## src/rtl/osc_trim_pkg.sv

```systemverilog
package osc_trim_pkg;

  typedef enum logic [1:0] {
    ACT_HOLD = 2'd0,
    ACT_UP   = 2'd1,
    ACT_DOWN = 2'd2
  } trim_act_e;

  // Part of a target count given in parts per million (floor).
  function automatic int ppm_span(input int target, input int ppm);
    return int'((longint'(target) * longint'(ppm)) / 64'sd1000000);
  endfunction

  // Fast oscillator (count too high) steps down, slow steps up.
  function automatic trim_act_e pick_action(input int count, input int target,
                                            input int band);
    if (count > target + band) return ACT_DOWN;
    if (count < target - band) return ACT_UP;
    return ACT_HOLD;
  endfunction

  function automatic logic within_tol(input int count, input int target,
                                      input int tol);
    int diff;
    diff = count - target;
    if (diff < 0) diff = -diff;
    return (diff <= tol);
  endfunction

endpackage

```

## src/rtl/sof_interval_counter.sv

```systemverilog
module sof_interval_counter #(
  parameter int TARGET = 48000,
  parameter int CNT_W  = 17
) (
  input  logic             clk,
  input  logic             rst_n,
  input  logic             enable,
  input  logic             sof,
  output logic             meas_valid,
  output logic [CNT_W-1:0] meas_count,
  output logic             timeout_evt
);
  localparam int               TIMEOUT = TARGET + TARGET / 2;
  localparam logic [CNT_W-1:0] TMO_C   = CNT_W'(TIMEOUT);
  localparam logic [CNT_W-1:0] ONE_C   = CNT_W'(1);

  logic [CNT_W-1:0] cnt;
  logic             armed;

  assign meas_valid  = enable && armed && sof;
  assign meas_count  = cnt;
  assign timeout_evt = enable && armed && !sof && (cnt >= TMO_C);

  always_ff @(posedge clk or negedge rst_n) begin
    if (!rst_n) begin
      cnt   <= '0;
      armed <= 1'b0;
    end else if (!enable) begin
      cnt   <= '0;
      armed <= 1'b0;
    end else if (sof) begin
      cnt   <= ONE_C;
      armed <= 1'b1;
    end else if (timeout_evt) begin
      cnt   <= '0;
      armed <= 1'b0;
    end else if (armed) begin
      cnt   <= cnt + ONE_C;
    end
  end


  timeout_disarm_chk: assert property (@(posedge clk) disable iff (!rst_n)
    timeout_evt |=> !armed);


  cnt_bound_chk: assert property (@(posedge clk) disable iff (!rst_n)
    cnt <= TMO_C);


  disabled_idle_chk: assert property (@(posedge clk) disable iff (!rst_n)
    !enable |=> !armed && !meas_valid);

endmodule

```

## src/rtl/trim_stepper.sv

```systemverilog
module trim_stepper
  import osc_trim_pkg::*;
#(
  parameter int TARGET       = 48000,
  parameter int CNT_W        = 17,
  parameter int TRIM_W       = 8,
  parameter int TRIM_INIT    = 128,
  parameter int DEADBAND_PPM = 500
) (
  input  logic              clk,
  input  logic              rst_n,
  input  logic              enable,
  input  logic              meas_valid,
  input  logic [CNT_W-1:0]  meas_count,
  output logic [TRIM_W-1:0] trim,
  output logic              sat_err
);
  localparam int                BAND     = ppm_span(TARGET, DEADBAND_PPM);
  localparam logic [TRIM_W-1:0] TRIM_MAX = '1;
  localparam logic [TRIM_W-1:0] STEP     = TRIM_W'(1);

  trim_act_e act;
  logic      at_top, at_bot;

  assign act    = pick_action(int'(meas_count), TARGET, BAND);
  assign at_top = (trim == TRIM_MAX);
  assign at_bot = (trim == '0);

  always_ff @(posedge clk or negedge rst_n) begin
    if (!rst_n) begin
      trim    <= TRIM_W'(TRIM_INIT);
      sat_err <= 1'b0;
    end else if (!enable) begin
      sat_err <= 1'b0;
    end else if (meas_valid) begin
      case (act)
        ACT_UP: begin
          sat_err <= at_top;
          if (!at_top) trim <= trim + STEP;
        end
        ACT_DOWN: begin
          sat_err <= at_bot;
          if (!at_bot) trim <= trim - STEP;
        end
        default: sat_err <= 1'b0;
      endcase
    end
  end


  trim_quiet_chk: assert property (@(posedge clk) disable iff (!rst_n)
    !meas_valid |=> $stable(trim));


  trim_one_step_chk: assert property (@(posedge clk) disable iff (!rst_n)
    meas_valid |=> (trim == $past(trim)) || (trim == $past(trim) + STEP)
                   || (trim == $past(trim) - STEP));


  no_wrap_top_chk: assert property (@(posedge clk) disable iff (!rst_n)
    (meas_valid && at_top) |=> (trim != '0));


  no_wrap_bot_chk: assert property (@(posedge clk) disable iff (!rst_n)
    (meas_valid && at_bot) |=> (trim != TRIM_MAX));


  err_at_limit_chk: assert property (@(posedge clk) disable iff (!rst_n)
    sat_err |-> (at_top || at_bot));

endmodule

```

## src/rtl/lock_tracker.sv

```systemverilog
module lock_tracker
  import osc_trim_pkg::*;
#(
  parameter int TARGET      = 48000,
  parameter int CNT_W       = 17,
  parameter int TOL_PPM     = 2500,
  parameter int LOCK_FRAMES = 4
) (
  input  logic             clk,
  input  logic             rst_n,
  input  logic             enable,
  input  logic             meas_valid,
  input  logic [CNT_W-1:0] meas_count,
  output logic             locked
);
  localparam int            TOL    = ppm_span(TARGET, TOL_PPM);
  localparam int            SW     = $clog2(LOCK_FRAMES + 1);
  localparam logic [SW-1:0] FULL_C = SW'(LOCK_FRAMES);

  logic [SW-1:0] streak;
  logic          in_tol;

  assign in_tol = within_tol(int'(meas_count), TARGET, TOL);
  assign locked = (streak == FULL_C);

  always_ff @(posedge clk or negedge rst_n) begin
    if (!rst_n) begin
      streak <= '0;
    end else if (!enable) begin
      streak <= '0;
    end else if (meas_valid) begin
      if (!in_tol)           streak <= '0;
      else if (!locked)      streak <= streak + SW'(1);
    end
  end


  unlock_on_miss_chk: assert property (@(posedge clk) disable iff (!rst_n)
    (meas_valid && !in_tol) |=> !locked);


  lock_needs_frame_chk: assert property (@(posedge clk) disable iff (!rst_n)
    $rose(locked) |-> $past(meas_valid) && $past(in_tol));


  lock_off_disabled_chk: assert property (@(posedge clk) disable iff (!rst_n)
    !enable |=> !locked);

endmodule

```

## src/rtl/osc_trim_ctrl.sv

```systemverilog
module osc_trim_ctrl #(
  parameter int TARGET_CNT   = 48000,
  parameter int TRIM_W       = 8,
  parameter int TRIM_INIT    = 128,
  parameter int DEADBAND_PPM = 500,
  parameter int TOL_PPM      = 2500,
  parameter int LOCK_FRAMES  = 4
) (
  input  logic              clk,
  input  logic              rst_n,
  input  logic              enable,
  input  logic              sof,
  output logic [TRIM_W-1:0] trim_code,
  output logic              locked,
  output logic              trim_err
);
  localparam int CNT_W = $clog2(TARGET_CNT + TARGET_CNT / 2 + 2);

  logic             meas_valid;
  logic [CNT_W-1:0] meas_count;
  logic             timeout_evt;

  sof_interval_counter #(.TARGET(TARGET_CNT), .CNT_W(CNT_W)) u_cnt (
    .clk(clk), .rst_n(rst_n), .enable(enable), .sof(sof),
    .meas_valid(meas_valid), .meas_count(meas_count),
    .timeout_evt(timeout_evt)
  );

  trim_stepper #(
    .TARGET(TARGET_CNT), .CNT_W(CNT_W), .TRIM_W(TRIM_W),
    .TRIM_INIT(TRIM_INIT), .DEADBAND_PPM(DEADBAND_PPM)
  ) u_step (
    .clk(clk), .rst_n(rst_n), .enable(enable),
    .meas_valid(meas_valid), .meas_count(meas_count),
    .trim(trim_code), .sat_err(trim_err)
  );

  lock_tracker #(
    .TARGET(TARGET_CNT), .CNT_W(CNT_W), .TOL_PPM(TOL_PPM),
    .LOCK_FRAMES(LOCK_FRAMES)
  ) u_lock (
    .clk(clk), .rst_n(rst_n), .enable(enable),
    .meas_valid(meas_valid), .meas_count(meas_count),
    .locked(locked)
  );


  timeout_keeps_state_chk: assert property (@(posedge clk) disable iff (!rst_n)
    timeout_evt |=> $stable(trim_code) && $stable(locked));


  err_off_disabled_chk: assert property (@(posedge clk) disable iff (!rst_n)
    !enable |=> !trim_err);

endmodule

```

## config.mk

```make
export PLATFORM = sky130hd
export DESIGN_NAME = osc_trim_ctrl
export DESIGN_NICKNAME = d
export VERILOG_FILES = /design/src/rtl/osc_trim_pkg.sv /design/src/rtl/sof_interval_counter.sv /design/src/rtl/trim_stepper.sv /design/src/rtl/lock_tracker.sv /design/src/rtl/osc_trim_ctrl.sv
export SDC_FILE = /design/constraint.sdc
export NUM_CORES = 1
export LEC_CHECK = 0
export BUFFER_PORTS_ARGS = -buffer_cell sky130_fd_sc_hd__buf_2
export CAP_MARGIN = 40
export CORE_UTILIZATION = 45
export DETAILED_ROUTE_END_ITERATION = 12
export PLACE_DENSITY = 0.62
export SYNTH_ARGS = -nofsm -noshare
export SYNTH_HDL_FRONTEND = slang
export SYNTH_SLANG_ARGS = --single-unit
export TNS_END_PERCENT = 1
```

## constraint.sdc

```tcl
create_clock -name clk -period 8.7 [get_ports clk]
set_input_delay 0.435 -clock clk [delete_from_list [all_inputs] [get_ports clk]]
set_output_delay 0.435 -clock clk [all_outputs]
set_load 0.005 [all_outputs]
```

After elaboration in Yosys (flattened, before gate mapping):

Index checks and enable logic that the tools add are counted.

* register bits after elaboration: 30
* output and inout bits: 10
* word-level logic and storage cells: 60

* $add $sub $neg: 6
* magnitude comparators: 5
* equality and inequality tests: 10
* mux-type cells: 25
* reduce and logical (&&, ||, !) cells: 9

Operator list (number)
* $mux W17: 4
* $le A32 B8 Y1 const B: 1
* $lt A32 B1 Y1 const B: 1
* $mux W32: 1
* $neg A32 Y32: 1
* $sub A17 B16 Y18 const B: 1
* $add A17 B1 Y17 const B: 1
* $ge A17 B17 Y1 const B: 1
* $gt A17 B16 Y1 const B: 1
* $lt A17 B16 Y1 const B: 1
* $mux W8: 2
* $pmux W8 S2: 1
* $mux W3: 4
* $add A8 B1 Y8 const B: 1
* $eq A8 B8 Y1 const B: 1
* $logic_not A8 Y1: 1
* $mux W1: 8
* $mux W2: 4
* $sub A8 B1 Y8 const B: 1
* $reduce_and A5 Y1: 1
* $logic_and A1 B1 Y1: 4
* $ne A2 B2 Y1 const B: 2
* $ne A4 B1 Y1 const B: 1
* $add A3 B1 Y3 const B: 1
* other kinds (10): 10

Depth between registers and ports, before layout:

Gate-level depths: netlist (run 1).

* depth after elaboration: 9
* depth in mapped cells: 15
* depth with buffers taken out: 15

Hierarchy:

Synthesis (run 1) repeated with hierarchy kept, for this count alone.

* cell total of the unflattened synthesis: 307
* area total of the unflattened synthesis: 2636.3 um2

By module, submodules not included
* sof_interval_counter: times used 1, cells each 116, area an instance 1047.3 um2, sequential area each 450.4 um2
* trim_stepper: times used 1, cells each 89, area an instance 817.0 um2, sequential area each 226.5 um2
* lock_tracker: times used 1, cells each 102, area an instance 772.0 um2, sequential area each 75.1 um2

Worst setup path before layout (run 1):

No wires, ideal clock.

* path type: register to register
* start: reg u_cnt.cnt[8], in the netlist u_cnt.meas_count[8]
* end: reg u_step.trim[7]
* arrival time: 3008 ps
* required time: 8619 ps
* setup slack: 5611 ps
* cell stages (with the launch flop): 16
* path through: dfrtp_1 > ha_1 > clkbuf_1 > nand4_1 > a41oi_1 > o21ai_0 > nand2_1 > ha_1 > a21o_1 > a21oi_1 > nor2b_1 > o21a_1 > o41a_1 > xnor2_1 > nand2_1 > xnor2_1

* longest elaborated chain between the ends: 8

RTL lines
* start: declaration: line sof_interval_counter.sv:17 `logic [CNT_W-1:0] cnt;`
* start signal: assignment: line sof_interval_counter.sv:38 `cnt <= cnt + ONE_C;`
* $lt A17 B16 Y1: line osc_trim_pkg.sv:18 `if (count < target - band) return ACT_UP;`
* $mux W1 (2 in a row): line osc_trim_pkg.sv:18
* $mux W2: line osc_trim_pkg.sv:19 `return ACT_HOLD;`
* $mux W2 *: line osc_trim_pkg.sv:18
* $eq A2 B2 Y1 / $eq A2 B1 Y1 (equally long branches): line trim_stepper.sv:36 `case (act)`
* $ne A2 B2 Y1 (no line) / $reduce_bool A2 Y1 (equally long branches)
* $reduce_and A5 Y1 (no line)
* end signal: assignment: line trim_stepper.sv:31 `trim <= TRIM_W'(TRIM_INIT);`
* end signal: assignment: line trim_stepper.sv:39 `if (!at_top) trim <= trim + STEP;`
* end signal: assignment: line trim_stepper.sv:43 `if (!at_bot) trim <= trim - STEP;`
* end: declaration: line trim_stepper.sv:15 `output logic [TRIM_W-1:0] trim,`

Mark *: on every way between the ends. The rest lies on a longest branch, timed or not. The select of a mux whose other input is x is not followed.
A chain may end at the register's enable or synchronous reset.

Worst setup path after layout (run 1):

* start: reg u_cnt.cnt[7], in the netlist u_cnt.meas_count[7]
* end: reg u_step.trim[7]

Same word-level chain as after synthesis.

==> summary.md, run 1 <==
| Metric | Value |
|---|---|
| Status | `complete, no violations` |
| Storage element area | `752.0 um2` |
| Cell count after synthesis | `316` |
| Slew @ Worst Pin | `between 0.8 and 0.9 ns` |
| Slew headroom | `41.95%` |
| Maxcap violations | `0` |
| YS warnings | `0` |
| Final Util | `49.41%` |
| Die Width | `77.85 um` |
| WP data required | `8.90 ns` |
| Antenna violations before repair | `0` |
| Placed Cells | `382` |
| Combinational fraction of design power | `24.6%` |
| Total wire length | `6456 um` |
| Fin crit share | `39.76%` |
| Area occupied by multi-input gates | `about 1700 um2` |
| Clock root cell | `clkbuf_8` |
| Share of layout cells above drive strength 1 | `approximately 11%` |
| Vias/cell | `6.033` |
| Crit Path Category | `flop to flop` |
| Sum Neg Setup Slack | `0 ns` |
| Nets | `336` |
| Netlist cell types | `60` |
| Total power | `~0.00037 W` |
| DRC Markers | `0` |
| R2r startpoint | `u_cnt.meas_count[7]` |
| RD Place Congestion | `0.9443` |
| Critical path launch point type | `flop` |
| Grt total ovfl | `0` |
| Post-route ant nets | `0` |
| Global-route wire length before repair | `11070 um` |
| Max VDD drop | `106.3 uV` |
| Sequential area share after synthesis | `29.05%` |
| Row Count | `27` |
| CTS tree | `done` |
| Reg clk slew, reported paths | `0.07 ns` |
| Part of the power in registers | `46.4%` |
| # diodes | `0` |
| Clock latency on the worst-skew pair | `0.28 ns` |
| Clock sink count | `30` |
| CP Capture Point | `u_step.trim[7]` |
| H-tree levels | `2` |
| Critical path startpoint | `u_cnt.meas_count[7]` |
| Final hold violations | `0` |
| # fillers | `roughly 560` |
| Clk buf depth | `2` |
| R2R setup slack | `5.24 ns` |
| Clk pwr share | `29.0%` |
| Reg-to-Reg End | `u_step.trim[7]` |
| Mapped Nets | `between 300 and 400` |
| Die footprint | `6060 um2` |
| Skew final | `0.007176 ns` |
| Sw Share | `30.99%` |
| DR pass1 iterations | `5` |
| CP max FO | `13` |
| Netlist Area Pre-Place | `2589 um2` |
| Setup-failing EPs final | `0` |
| Synth-to-layout area growth | `5.752%` |
| Post-CTS resize count | `0` |
| Switch Pwr | `0.0001143 W` |
| Wire per inst | `16.55 um` |
| CTS Buf Count | `5` |
| Starting Density | `46.73%` |
| Post-synth EDFFs | `0` |
| Pin count of the biggest net entering global routing | `31` |
| DR iter-0 viols | `212` |
| Internal | `0.0002545 W` |
| R2R depth | `14` |
| Vias in the first global route | `2215` |
| Core area | `5540 um2` |
| Placed Area | `2655 um2` |
| Fmax | `slightly below 300 MHz` |
| CP Capture Type | `flop` |
| Leakage | `1.168 nW` |
| Post-CTS Setup Repair Bufs | `0` |
| Clock period minus worst slack | `3.459 ns` |
| Post-DP HPWL | `4883 um` |
| Synthesized flop and latch total | `30` |
| Arr. time, crit path | `about 3.7 ns` |
| I/O Pins | `14` |
| Total track usage | `23.24%` |
| Worst min path class | `input port to asynchronous set/reset pin` |
| Share of flip-flops with an asynchronous set or reset | `between 90% and 100%` |
| DR vias | `2353` |
| Post-route cell area | `2738 um2` |
| Final cell count without fillers | `390` |
| P per Cell Area | `around 130 nW/um2` |
| Port Buffers | `13` |
| Avg Inst Size Synth | `approximately 8.2 um2` |
| Main synth FF type | `dfrtp_1` |
| Fin. max-slew vios | `0` |
| Die Height | `77.85 um` |
| RSZ-0062 raised after global routing | `false` |
| Hold_buf cts | `0` |
## cell families after synthesis
family | after synthesis | share of synthesized area, %
flip-flops | 30 | 29.05
multiplexers | 10 | 4.205
AO/OA/AOI/OAI | 81 | 21.36
adder cells (fa/ha/maj) | 15 | 7.540
AND/OR/NAND/NOR | 122 | 24.51
XOR/XNOR | 22 | 7.443
buffers and inverters | 36 | 5.896
## metal layers
metal / global-route usage (%) / vias up / routed length, um / part of all wire [%]
li1: - / 1172 / - / -
met4: 5.849 / 0 / 44 / 0.68
met3: 3.647 / 2 / 424 / 6.6
met1: 33.19 / 1106 / 3062 / 47
met5: 0 / - / 0 / 0
met2: 36.37 / 73 / 2925 / 45
## through the flow
step | hold WS, ns | setup WS [ns]
finish | 0.2019 | 5.241
global route | 0.2608 | 4.911
CTS | 0.2281 | 5.239
detailed placement | 0.5050 | 5.263
global placement | 0.5070 | 5.361
floorplan | 0.1394 | 5.611
## state kept, by name, indices dropped and copies added (netlist names)
name	cells
u_step.sat_err	1
u_step.trim	8
u_lock.streak	3
u_cnt.meas_count	17
u_cnt.armed	1
## worst max-delay path, stage by stage, from the launching register on
cell and delay, ns:
dfrtp_1 0.58, ha_1 0.46, nand4_1 0.13, a41oi_1 0.20, o21ai_0 0.10, nand2_1 0.28
ha_1 0.29, a21o_1 0.17, a21oi_1 0.21, nor2b_1 0.07, o21a_1 0.18, o41a_1 0.33
xnor2_1 0.13, nand2_1 0.08, xnor2_1 0.17
## power groups by stage
stage	combinational, W	clock, W	sequential, W
3_3_place_gp	0.0000905	0	0.000173
6_report	0.0000908	0.000107	0.000171
4_1_cts	0.0000916	0.000110	0.000171
2_1_floorplan	0.0000640	0	0.000170
5_1_grt	0.000103	0.000118	0.000173
3_5_place_dp	0.0000913	0	0.000173
## worst min path at each step
stage,start,end,depth (start not counted),slack (ns)
finish,rst_n,u_cnt.meas_count[15],1,0.20
global route,rst_n,u_cnt.meas_count[15],1,0.26
CTS,rst_n,u_cnt.meas_count[15],1,0.23
detailed placement,u_step.trim[7],u_step.trim[7],1,0.50
global placement,u_step.trim[7],u_step.trim[7],1,0.51
floorplan,rst_n,u_cnt.armed,0,0.14
## final cells by class
type	instances	area share [%]
timing repair buffer	13	2.377
inverter	17	2.331
sequential	30	27.47
tap	72	3.291
clock buffer	6	2.651
multi-input combinational	250	61.52
clock inverter	2	0.3656
## cells in the final DEF (no fill, tap or decap), types with 4 or more instances in the layout
master	count
nor3_1	8
dfrtp_1	29
mux2_2	7
inv_1	17
nor2_1	31
buf_2	13
nand2_1	22
a31oi_1	5
clkbuf_8	5
o21ai_0	19
or4_1	4
a21oi_1	15
nand3_1	13
ha_1	14
nand4_1	12
o41ai_1	4
nor2b_1	5
o211ai_1	4
nand2b_1	7
xnor2_1	14
nor4_1	5
xor2_1	8
## cells in the mapped netlist, types with 7 or more instances
master	count	area share [%]
clkbuf_1	14	2.0
xnor2_1	14	4.7
xor2_1	8	2.7
nor2_1	31	4.5
nand2_1	22	3.2
mux2_2	7	3.0
nor3_1	8	1.5
o21ai_0	19	3.7
nand4_1	12	2.9
dfrtp_1	29	28
ha_1	14	6.8
inv_1	17	2.5
nand3_1	13	2.5
a21oi_1	15	2.9
nand2b_1	7	1.7
Power figures use the tool's default switching activity.
==> run 2, diff against run 1 <==
--- a/config.mk
+++ b/config.mk
@@ -9,7 +9,7 @@
 export CAP_MARGIN = 40
 export CORE_UTILIZATION = 45
 export DETAILED_ROUTE_END_ITERATION = 12
-export PLACE_DENSITY = 0.62
+export PLACE_DENSITY = 0.64
 export SYNTH_ARGS = -nofsm -noshare
 export SYNTH_HDL_FRONTEND = slang
 export SYNTH_SLANG_ARGS = --single-unit
==> constraint.sdc (replaced) <==
create_clock -name clk -period 2.8 [get_ports clk]
set_input_delay 0.14 -clock clk [delete_from_list [all_inputs] [get_ports clk]]
set_output_delay 0.14 -clock clk [all_outputs]
set_load 0.005 [all_outputs]
==> run 2 against run 1 <==
Sequential power rose to 3.2 times the previous value. Clock skew decreased by 0.0048 ns. Final area increased by 17%. Largest cell class unchanged. Critical path depth unchanged.
==> summary.md, run 2 (synthesized netlist as in run 1, its figures left out) <==
| Metric | Value |
|---|---|
| Critical path launch point type | `flop` |
| CTS Buf Count | `5` |
| Reg clk slew, reported paths | `0.06 ns` |
| Commonest cells after routing, fill and taps aside | `buf_4 (38), nor2_1 (31), dfrtp_1 (26), nand2_1 (21), o21ai_0 (17)` |
| Wire per inst | `~16 um` |
| R2r startpoint | `u_cnt.meas_count[7]` |
| Length of routed met2 wiring | `3278 um` |
| Pre-CTS worst setup slack | `about 0.024 ns` |
| Max FFs per register | `17` |
| I/O Pins | `14` |
| Storage element area | `755.7 um2` |
| Total wire length | `7082 um` |
| Worst min path class | `input port to flop` |
| Met3 WL | `between 150 and 200 um` |
| P per Cell Area | `386.1 nW/um2` |
| Slew headroom | `~55%` |
| Global-route wire length before repair | `about 12000 um` |
| Fin. max-slew vios | `0` |
| Die footprint | `6060 um2` |
| # diodes | `0` |
| Row Count | `27` |
| Total power | `0.001234 W` |
| Slew @ Worst Pin | `0.6700 ns` |
| Most common cell after layout, fill and taps aside | `buf_4` |
| Share of layout cells above drive strength 1 | `27.37%` |
| Port Buffers | `13` |
| RD Place Congestion | `between 0.8 and 0.9` |
| Pin count of the biggest net entering global routing | `31` |
| Uppermost layer routed | `met4` |
| CTS tree | `done` |
| DR pass1 iterations | `4` |
| Status | `complete, no violations` |
| Fin crit share | `99.30%` |
| WP data required | `3.01 ns` |
| Synth-to-layout area growth | `23.44%` |
| Core area | `5540 um2` |
| Clock latency on the worst-skew pair | `0.28 ns` |
| Setup-failing EPs final | `0` |
| Placed Cells | `418` |
| H-tree levels | `2` |
| DR iter-0 viols | `between 150 and 200` |
| Post-route ant nets | `0` |
| DRC Markers | `0` |
| Vias in the first global route | `between 2000 and 2500` |
| Final hold violations | `0` |
| Crit Path Category | `flop to flop` |
| Sum Neg Setup Slack | `0 ns` |
| Vias/cell | `5.870` |
| Grt total ovfl | `0` |
| Post-DP HPWL | `between 5000 and 6000 um` |
| Final cell count without fillers | `430` |
| Starting Density | `between 40% and 50%` |
| Clock sink count | `30` |
| RSZ-0062 raised after global routing | `true` |
| Critical path startpoint | `u_cnt.meas_count[7]` |
| Antenna violations before repair | `0` |
| Fmax | `359.7 MHz` |
| DR vias | `around 2500` |
| HP Start | `sof` |
| Max VDD drop | `305.8 uV` |
| Die Width | `77.85 um` |
| Setup WS post-layout | `0.01959 ns` |
| Clock period minus worst slack | `between 2 and 3 ns` |
| Nets | `between 300 and 400` |
| Wl on met1 | `3479 um` |
| Clock root cell | `clkbuf_8` |
| CP Capture Type | `flop` |
| Leakage | `1.400 nW` |
| Skew final | `0.002346 ns` |
| Die Height | `slightly below 80 um` |
| Clk buf depth | `2` |
| Arr. time, crit path | `2.99 ns` |
| Hold WS | `0.1259 ns` |
| Maxcap violations | `0` |
| # fillers | `537` |
| Total track usage | `between 20% and 30%` |
| CP max FO | `6` |
| Area occupied by multi-input gates | `1814 um2` |
[run 2: cell count changes in the layout (fill, tap and decap cells not counted), moves of 3 or more]
cell / previous run / this run
buf_4: 0 / 38
ha_1: 14 / 10
ha_4: 0 / 4
dfrtp_1: 29 / 26
dfrtp_2: 0 / 3
[run 2: critical path, stage by stage (launching register included)]
cell,delay (ns)
dfrtp_2,0.44
buf_4,0.17
buf_4,0.16
a41oi_2,0.21
o21ai_2,0.08
nand2_2,0.11
ha_4,0.20
a21o_1,0.16
a21oi_2,0.14
nor2b_1,0.06
o21a_1,0.19
o41a_1,0.38
xnor2_1,0.16
nand2_1,0.08
xnor2_1,0.16
[run 2: timing repair]
item / in CTS / in global routing
setup buffers: 0 / 3
hold endpoints to repair: 29 / 0
setup endpoints to repair: 0 / 12
gates resized for setup: 0 / 20
hold buffers: 1 / 0
[run 2: where the power goes]
group	internal, W	switching [W]	total (W)
clock	0.000198	0.000162	0.000360
sequential	0.000475	0.0000640	0.000539
combinational	0.000178	0.000156	0.000334
[run 2: cell type report]
| cell class | count | share of cell area (%) |
|---|---|---|
| multi-input combinational | 250 | 56.77 |
| sequential | 30 | 23.65 |
| timing repair buffer | 53 | 11.90 |
| tap | 72 | 2.819 |
| clock buffer | 7 | 2.702 |
| inverter | 17 | 1.997 |
| clock inverter | 1 | 0.1566 |
[run 2: worst paths after layout]
path	endpoint	slack [ns]	cells past startpoint
setup / recovery	u_step.trim[7]	0.02	14
hold / removal	u_cnt.armed	0.13	3
setup reg to reg	u_step.trim[7]	0.02	14
hold reg to reg	u_step.trim[7]	0.52	1
max in group asynchronous	u_cnt.meas_count[4]	1.89	2
min in group asynchronous	u_cnt.meas_count[11]	0.42	2
[run 2: stage by stage]
step	utilization, %	cell area (um2)
after floorplan	-	2626
after global placement	53.52	2965
after detailed placement	53.52	2965
after CTS	55.35	3067
after global routing	57.68	3196
final	57.68	3196
[run 2: layer usage]
metal,up-vias,global-route usage [%]
met5,-,0
met4,0,8.113
met3,12,4.000
met2,51,38.76
met1,1215,34.48
li1,1246,-
